## src/rtl/eag_pkg.sv

```systemverilog
package eag_pkg;
  localparam int ADDR_W  = 16;
  localparam int PAGE_W  = 12;
  localparam int DISP_W  = 8;
  localparam int NUM_PTR = 4;
  localparam int SEL_W   = $clog2(NUM_PTR);

  typedef logic [ADDR_W-1:0] addr_t;
  typedef logic [PAGE_W-1:0] ofs_t;
  typedef logic [SEL_W-1:0]  sel_t;

  typedef struct packed {
    sel_t sel;
    logic pre_sum;
    logic imm;
    logic wb;
  } dec_t;
endpackage

```

## src/rtl/eag_disp_sel.sv

```systemverilog
module eag_disp_sel
  import eag_pkg::*;
#(
  parameter bit E_SIGNED = 1'b0
) (
  input  logic [DISP_W-1:0] disp_i,
  input  logic [DISP_W-1:0] ext_i,
  output ofs_t              disp_o,
  output logic              neg_o
);
  localparam logic [DISP_W-1:0] SUBST_CODE = {1'b1, {(DISP_W-1){1'b0}}};

  logic use_ext;
  logic ext_msb;

  assign use_ext = (disp_i == SUBST_CODE);

  generate
    if (E_SIGNED) begin : g_ext_sx
      assign ext_msb = ext_i[DISP_W-1];
    end else begin : g_ext_zx
      assign ext_msb = 1'b0;
    end
  endgenerate

  always_comb begin
    if (use_ext) begin
      disp_o = {{(PAGE_W-DISP_W){ext_msb}}, ext_i};
      neg_o  = ext_msb;
    end else begin
      disp_o = {{(PAGE_W-DISP_W){disp_i[DISP_W-1]}}, disp_i};
      neg_o  = disp_i[DISP_W-1];
    end
  end
endmodule

```

## src/rtl/eag_page_add.sv

```systemverilog
module eag_page_add
  import eag_pkg::*;
(
  input  addr_t base_i,
  input  ofs_t  ofs_i,
  output addr_t sum_o
);
  ofs_t low_sum;

  assign low_sum = base_i[PAGE_W-1:0] + ofs_i;
  assign sum_o   = {base_i[ADDR_W-1:PAGE_W], low_sum};
endmodule

```

## src/rtl/eag_mode_dec.sv

```systemverilog
module eag_mode_dec
  import eag_pkg::*;
(
  input  logic       jmp_i,
  input  logic [2:0] op_i,
  input  logic       neg_i,
  output dec_t       dec_o
);
  always_comb begin
    dec_o.sel     = op_i[SEL_W-1:0];
    dec_o.pre_sum = 1'b1;
    dec_o.imm     = 1'b0;
    dec_o.wb      = 1'b0;
    if (!jmp_i && op_i[2]) begin
      if (op_i[1:0] == 2'd0) begin
        dec_o.sel     = '0;
        dec_o.pre_sum = 1'b0;
        dec_o.imm     = 1'b1;
      end else begin
        dec_o.wb      = 1'b1;
        dec_o.pre_sum = neg_i;
      end
    end
  end
endmodule

```

## src/rtl/eag_core.sv

```systemverilog
module eag_core
  import eag_pkg::*;
#(
  parameter bit E_SIGNED = 1'b0
) (
  input  logic                      clk,
  input  logic                      rst_n,
  input  logic                      req_i,
  input  logic                      jmp_i,
  input  logic [2:0]                op_i,
  input  logic [DISP_W-1:0]         disp_i,
  input  logic [DISP_W-1:0]         ext_i,
  input  logic [NUM_PTR*ADDR_W-1:0] ptr_i,
  output logic                      vld_o,
  output logic [ADDR_W-1:0]         ea_o,
  output logic                      imm_o,
  output logic                      ptr_we_o,
  output logic [SEL_W-1:0]          ptr_sel_o,
  output logic [ADDR_W-1:0]         ptr_new_o,
  output logic [ADDR_W-1:0]         pc_inc_o
);
  localparam ofs_t ONE = ofs_t'(1);

  logic  rst_s1, rst_sn;
  ofs_t  disp;
  logic  neg;
  dec_t  dec;
  addr_t base, pc, sum, pc_nx, ea_nx;

  always_ff @(posedge clk or negedge rst_n) begin
    if (!rst_n) begin
      rst_s1 <= 1'b0;
      rst_sn <= 1'b0;
    end else begin
      rst_s1 <= 1'b1;
      rst_sn <= rst_s1;
    end
  end

  eag_disp_sel #(.E_SIGNED(E_SIGNED)) u_disp (
    .disp_i(disp_i), .ext_i(ext_i), .disp_o(disp), .neg_o(neg)
  );

  eag_mode_dec u_dec (
    .jmp_i(jmp_i), .op_i(op_i), .neg_i(neg), .dec_o(dec)
  );

  assign pc   = ptr_i[ADDR_W-1:0];
  assign base = ptr_i[dec.sel*ADDR_W +: ADDR_W];

  eag_page_add u_sum (.base_i(base), .ofs_i(disp), .sum_o(sum));
  eag_page_add u_inc (.base_i(pc),   .ofs_i(ONE),  .sum_o(pc_nx));

  always_comb begin
    if (dec.imm)          ea_nx = pc;
    else if (dec.pre_sum) ea_nx = sum;
    else                  ea_nx = base;
  end

  always_ff @(posedge clk or negedge rst_sn) begin
    if (!rst_sn) begin
      vld_o     <= 1'b0;
      ptr_we_o  <= 1'b0;
      ea_o      <= '0;
      imm_o     <= 1'b0;
      ptr_sel_o <= '0;
      ptr_new_o <= '0;
      pc_inc_o  <= '0;
    end else begin
      vld_o    <= req_i;
      ptr_we_o <= req_i & dec.wb;
      if (req_i) begin
        ea_o      <= ea_nx;
        imm_o     <= dec.imm;
        ptr_sel_o <= dec.sel;
        ptr_new_o <= sum;
        pc_inc_o  <= pc_nx;
      end
    end
  end


  wb_only_auto_chk: assert property (@(posedge clk) disable iff (!rst_sn)
    (req_i && (jmp_i || !op_i[2] || op_i[1:0] == 2'd0)) |=> !ptr_we_o);


  imm_is_pc_chk: assert property (@(posedge clk) disable iff (!rst_sn)
    (req_i && !jmp_i && op_i == 3'd4) |=> (imm_o && ea_o == $past(pc)));


  wb_same_page_chk: assert property (@(posedge clk) disable iff (!rst_sn)
    ptr_we_o |-> (ptr_new_o[ADDR_W-1:PAGE_W] == ea_o[ADDR_W-1:PAGE_W]));


  pc_inc_page_chk: assert property (@(posedge clk) disable iff (!rst_sn)
    req_i |=> (pc_inc_o[ADDR_W-1:PAGE_W] == $past(pc[ADDR_W-1:PAGE_W])));


  no_req_idle_chk: assert property (@(posedge clk) disable iff (!rst_sn)
    !req_i |=> (!vld_o && !ptr_we_o));
endmodule

```

## config.mk

```make
export PLATFORM = sky130hd
export DESIGN_NAME = eag_core
export DESIGN_NICKNAME = d
export VERILOG_FILES = /design/src/rtl/eag_pkg.sv /design/src/rtl/eag_disp_sel.sv /design/src/rtl/eag_page_add.sv /design/src/rtl/eag_mode_dec.sv /design/src/rtl/eag_core.sv
export SDC_FILE = /design/constraint.sdc
export NUM_CORES = 1
export LEC_CHECK = 0
export ABC_AREA = 1
export BUFFER_PORTS_ARGS = -buffer_cell sky130_fd_sc_hd__buf_2
export CAP_MARGIN = 20
export CORE_UTILIZATION = 57
export DETAILED_ROUTE_END_ITERATION = 10
export PLACE_DENSITY = 0.95
export RECOVER_POWER = 25
export SLEW_MARGIN = 20
export SYNTH_ARGS = -nofsm -noshare
export SYNTH_HDL_FRONTEND = slang
export SYNTH_HIERARCHICAL = 1
export SYNTH_SLANG_ARGS = --single-unit
```

## constraint.sdc

```tcl
create_clock -name clk -period 3.86 [get_ports clk]
set_clock_uncertainty 0.05 [all_clocks]
set_input_delay 0.579 -clock clk [delete_from_list [all_inputs] [get_ports clk]]
set_output_delay 0.579 -clock clk [all_outputs]
set_load 0.01 [all_outputs]
```

==> results.rst <==
.. list-table::
   :header-rows: 1

   * - Metric
     - Value
   * - Worst IR drop on VDD
     - 0.1754 mV
   * - Port Buffers
     - 139
   * - Most repeated library cell on the critical path
     - nand2_1
   * - Pin count of the biggest net entering global routing
     - 54
   * - Initial antenna violation count
     - 0
   * - CP Class
     - in2reg
   * - Row cnt
     - 32
   * - Number of global-route vias before repair
     - 4532
   * - Mean post-synth cell area
     - 6.655 um^2
   * - Leak
     - around 0.0031 uW
   * - Final setup vio count
     - 0
   * - Standard cell core area
     - 7767 um^2
   * - Seq/Total Area, Yosys
     - 29.84%
   * - Horizontal extent of the die
     - roughly 92 um
   * - Synth top area cells
     - dfrtp_1, nand2_1, nand3_1
   * - Area growth from synthesis to layout
     - 16.20%
   * - Via density per instance
     - 5.204
   * - Synth Cell Area
     - 4612 um^2
   * - Reg2reg path depth
     - 1
   * - Half-perimeter wire length after placement
     - 9931 um
   * - Stage delay of the slowest cell on the critical path
     - 0.46 ns
   * - Worst hold-check path type
     - reg2reg
   * - Dominant cell type by area after synthesis
     - dfrtp_1
   * - Cell count after placement
     - 913
   * - Routed WL per cell
     - 13.71 um
   * - Share of the clock period used by the worst path after layout
     - 71.05%
   * - Deepest level of the CTS H-tree
     - 2
   * - I/O pin total
     - 140
   * - TritonCTS Buffers
     - 5
   * - Antenna diode count
     - 0
   * - Count of vias placed by the detailed router
     - 4798
   * - Floorplan die area
     - about 8500 um^2
   * - GP Congestion
     - 1.017
   * - Number of hold buffers added after CTS
     - 1
   * - Shortest period the worst path allows
     - 2.743 ns
   * - Max-capacitance violation count
     - 0
   * - Number of cells on the critical path
     - 18
   * - FMAX
     - about 360 MHz
   * - Layout Utilization
     - 68.99%
   * - Post-CTS Resized
     - 0
   * - Maximum fanout count along the critical path
     - 33
   * - Vertical die dimension
     - 91.95 um
   * - Share of cells above drive strength 1
     - about a quarter
   * - Register bit count reported by yosys
     - 55
   * - Number of distinct library cell variants in the gate-level netlist after synthesis
     - 29
   * - Post-CTS setup repair buffer count
     - 0
   * - CTS tree
     - done
   * - Number of filler instances in the final layout
     - 675
   * - Transition time of the tightest slew-check pin
     - 0.7688 ns
   * - Kind of end point of the critical path
     - flop
   * - Total Negative Setup Slacks
     - 0 ns
   * - PwrDens
     - about 350 nW/um^2
   * - Root Buffer Master
     - clkbuf_8
   * - Setup repair after global routing missed its margin
     - false
   * - FF-to-FF setup slack
     - 2.95 ns
   * - Pre-antenna DRT Iters
     - 7
   * - Status
     - finished clean
   * - Final-report max-slew violation count
     - 0
   * - Hold slack final
     - 0.3122 ns
   * - Crit path launch type
     - input pin
   * - CP max-delay cell
     - fa_1
   * - Skew-Pair Late Insertion Delay
     - 0.32 ns
   * - Power Total
     - between 1500 and 2000 uW
   * - Critical R2R Launch
     - rst_sn
   * - Layout Cells excl Fill
     - 922
   * - GRT Resource Usage Total
     - 30.79%
   * - Total wire length after detailed routing
     - ~13000 um
   * - Terminus of the critical flop-to-flop path
     - ptr_new_o[10]
   * - Clock transition at the register clock pins on the worst setup and hold paths after CTS
     - ~0.11 ns
   * - Synthesized instance count
     - 693
   * - Share of the synthesized area in the top cell type
     - ~30%
   * - Violation count after the first detailed-routing iteration
     - 377
   * - Capture point of the critical path
     - ea_o[8]
   * - Post-route DRC violation count
     - 0
   * - Gr ovfl total
     - 0
   * - TritonCTS Sinks
     - 55
   * - Post-detailed-route count of antenna-violating nets
     - 0
   * - Data arrival time of the worst path
     - 2.90 ns
   * - Effective utilization at floorplan
     - 59.37%
   * - Data required time of the worst path
     - 4.02 ns
   * - Warning count from the yosys run
     - 6
   * - Final #Nets
     - a little over 900
   * - First-pass GRT wire length
     - 20790 um
   * - Top delay family on crit path
     - simple AND/OR/NAND/NOR gates
   * - Max-slew headroom
     - 48.74%
   * - Number of buffers between clock root and the deepest sink
     - 2
   * - Sum of buffers and inverters on the critical path
     - 3
   * - Hold violation count in the final report
     - 0
   * - Crit path cell chain
     - buf_2 > inv_4 > nand2_1 > nand3_1 > nand2_1 > inv_1 > ha_1 > fa_1 > nand2_1 > nand3_1 > nand3_1 > nand2_1 > nand2_1 > nand2_1 > nor2_1 > nor2_1 > nand2_1 > nand2_1
   * - Source of the critical timing path
     - op_i[0]
-- layer usage --
layer	vias to the layer above	wire (um)	global-route usage [%]
met5	-	0	0
met1	2161	5238	39.84
met3	30	948	3.068
met4	0	380	10.68
met2	243	6070	53.54
li1	2364	-	-
-- per-stage QoR --
stage / instance area [um^2] / worst slack (ns)
final: 5359 / 1.117
after global routing: 5359 / 0.9461
after CTS: 5360 / 1.149
after detailed placement: 5259 / 0.8249
after global placement: 5259 / 0.9057
after floorplan: 4657 / 1.228
-- state kept, by name, summed over array words and instances (netlist names) --
signal     flops
ptr_we_o       1
vld_o          1
rst_sn         1
pc_inc_o      16
ptr_new_o     16
ptr_sel_o      2
imm_o          1
ea_o          16
rst_s1         1
-- cells in the final DEF, fill, tap and decap left out, types with 3 or more instances in the layout --
cell type    n
mux2_1       8
dfrtp_1     54
nor2_2       3
xor2_1      12
clkbuf_8     5
inv_2        4
inv_1      104
conb_1      14
nand4_1      6
buf_2      138
o21ai_1      6
nor2_1      48
buf_4        4
nand2_2      5
ha_1        22
nand2_1    241
mux2_2      21
nand3_1     78
o21ai_0     11
a21oi_1     18
-- power by group --
group | switching, uW | internal, uW | leakage (uW)
Combinational | 454 | 316 | 0.00244
Clock | 212 | 131 | 0.0000485
Sequential | 62.0 | 690 | 0.000651
Total | 728 | 1140 | 0.00314
-- layout make-up --
type	instances	area [um^2]	share of cell area (%)
multi-input combinational	504	2616	48.82
sequential	55	1378	25.71
timing repair buffer	144	734.5	13.71
inverter	109	411.6	7.682
tap	102	127.6	2.382
clock buffer	5	68.82	1.284
clock inverter	3	22.52	0.4203
-- synth_stat cells --
master,instances
o21ai_0,11
dfrtp_1,55
and2_1,1
clkbuf_1,3
buf_4,19
inv_2,4
nand3_1,78
a21oi_1,18
mux2_2,21
nand2_2,5
ha_1,22
or2_2,2
buf_6,4
nor2_1,48
nand3_2,2
fa_1,2
o21ai_1,6
nor2_4,2
xnor2_1,2
nor2_2,3
inv_4,1
buf_1,1
nand4_1,6
nand2_1,241
xor2_1,12
inv_1,104
mux2_1,8
conb_1,2
buf_2,10
-- how the worst min path moves through the flow --
stage | startpoint | end | slack [ns] | depth (start not counted)
global placement | rst_s1 | rst_sn | 0.28 | 0
detailed placement | rst_s1 | rst_sn | 0.29 | 0
floorplan | rst_n | rst_s1 | 0.23 | 0
global route | rst_s1 | rst_sn | 0.31 | 0
CTS | rst_s1 | rst_sn | 0.31 | 0
finish | rst_s1 | rst_sn | 0.31 | 0
-- cells by family after synthesis --
group | share of synthesized area [%]
AOI/OAI and AO/OA | 3.798
xor gates and xnor gates | 2.659
adders and majority gates | 6.837
buffers and inverters | 14.41
DFF | 29.84
muxes | 7.081
other | 0.1628
and+or+nand+nor | 35.21
No activity file was read; power rests on OpenSTA's default activity.
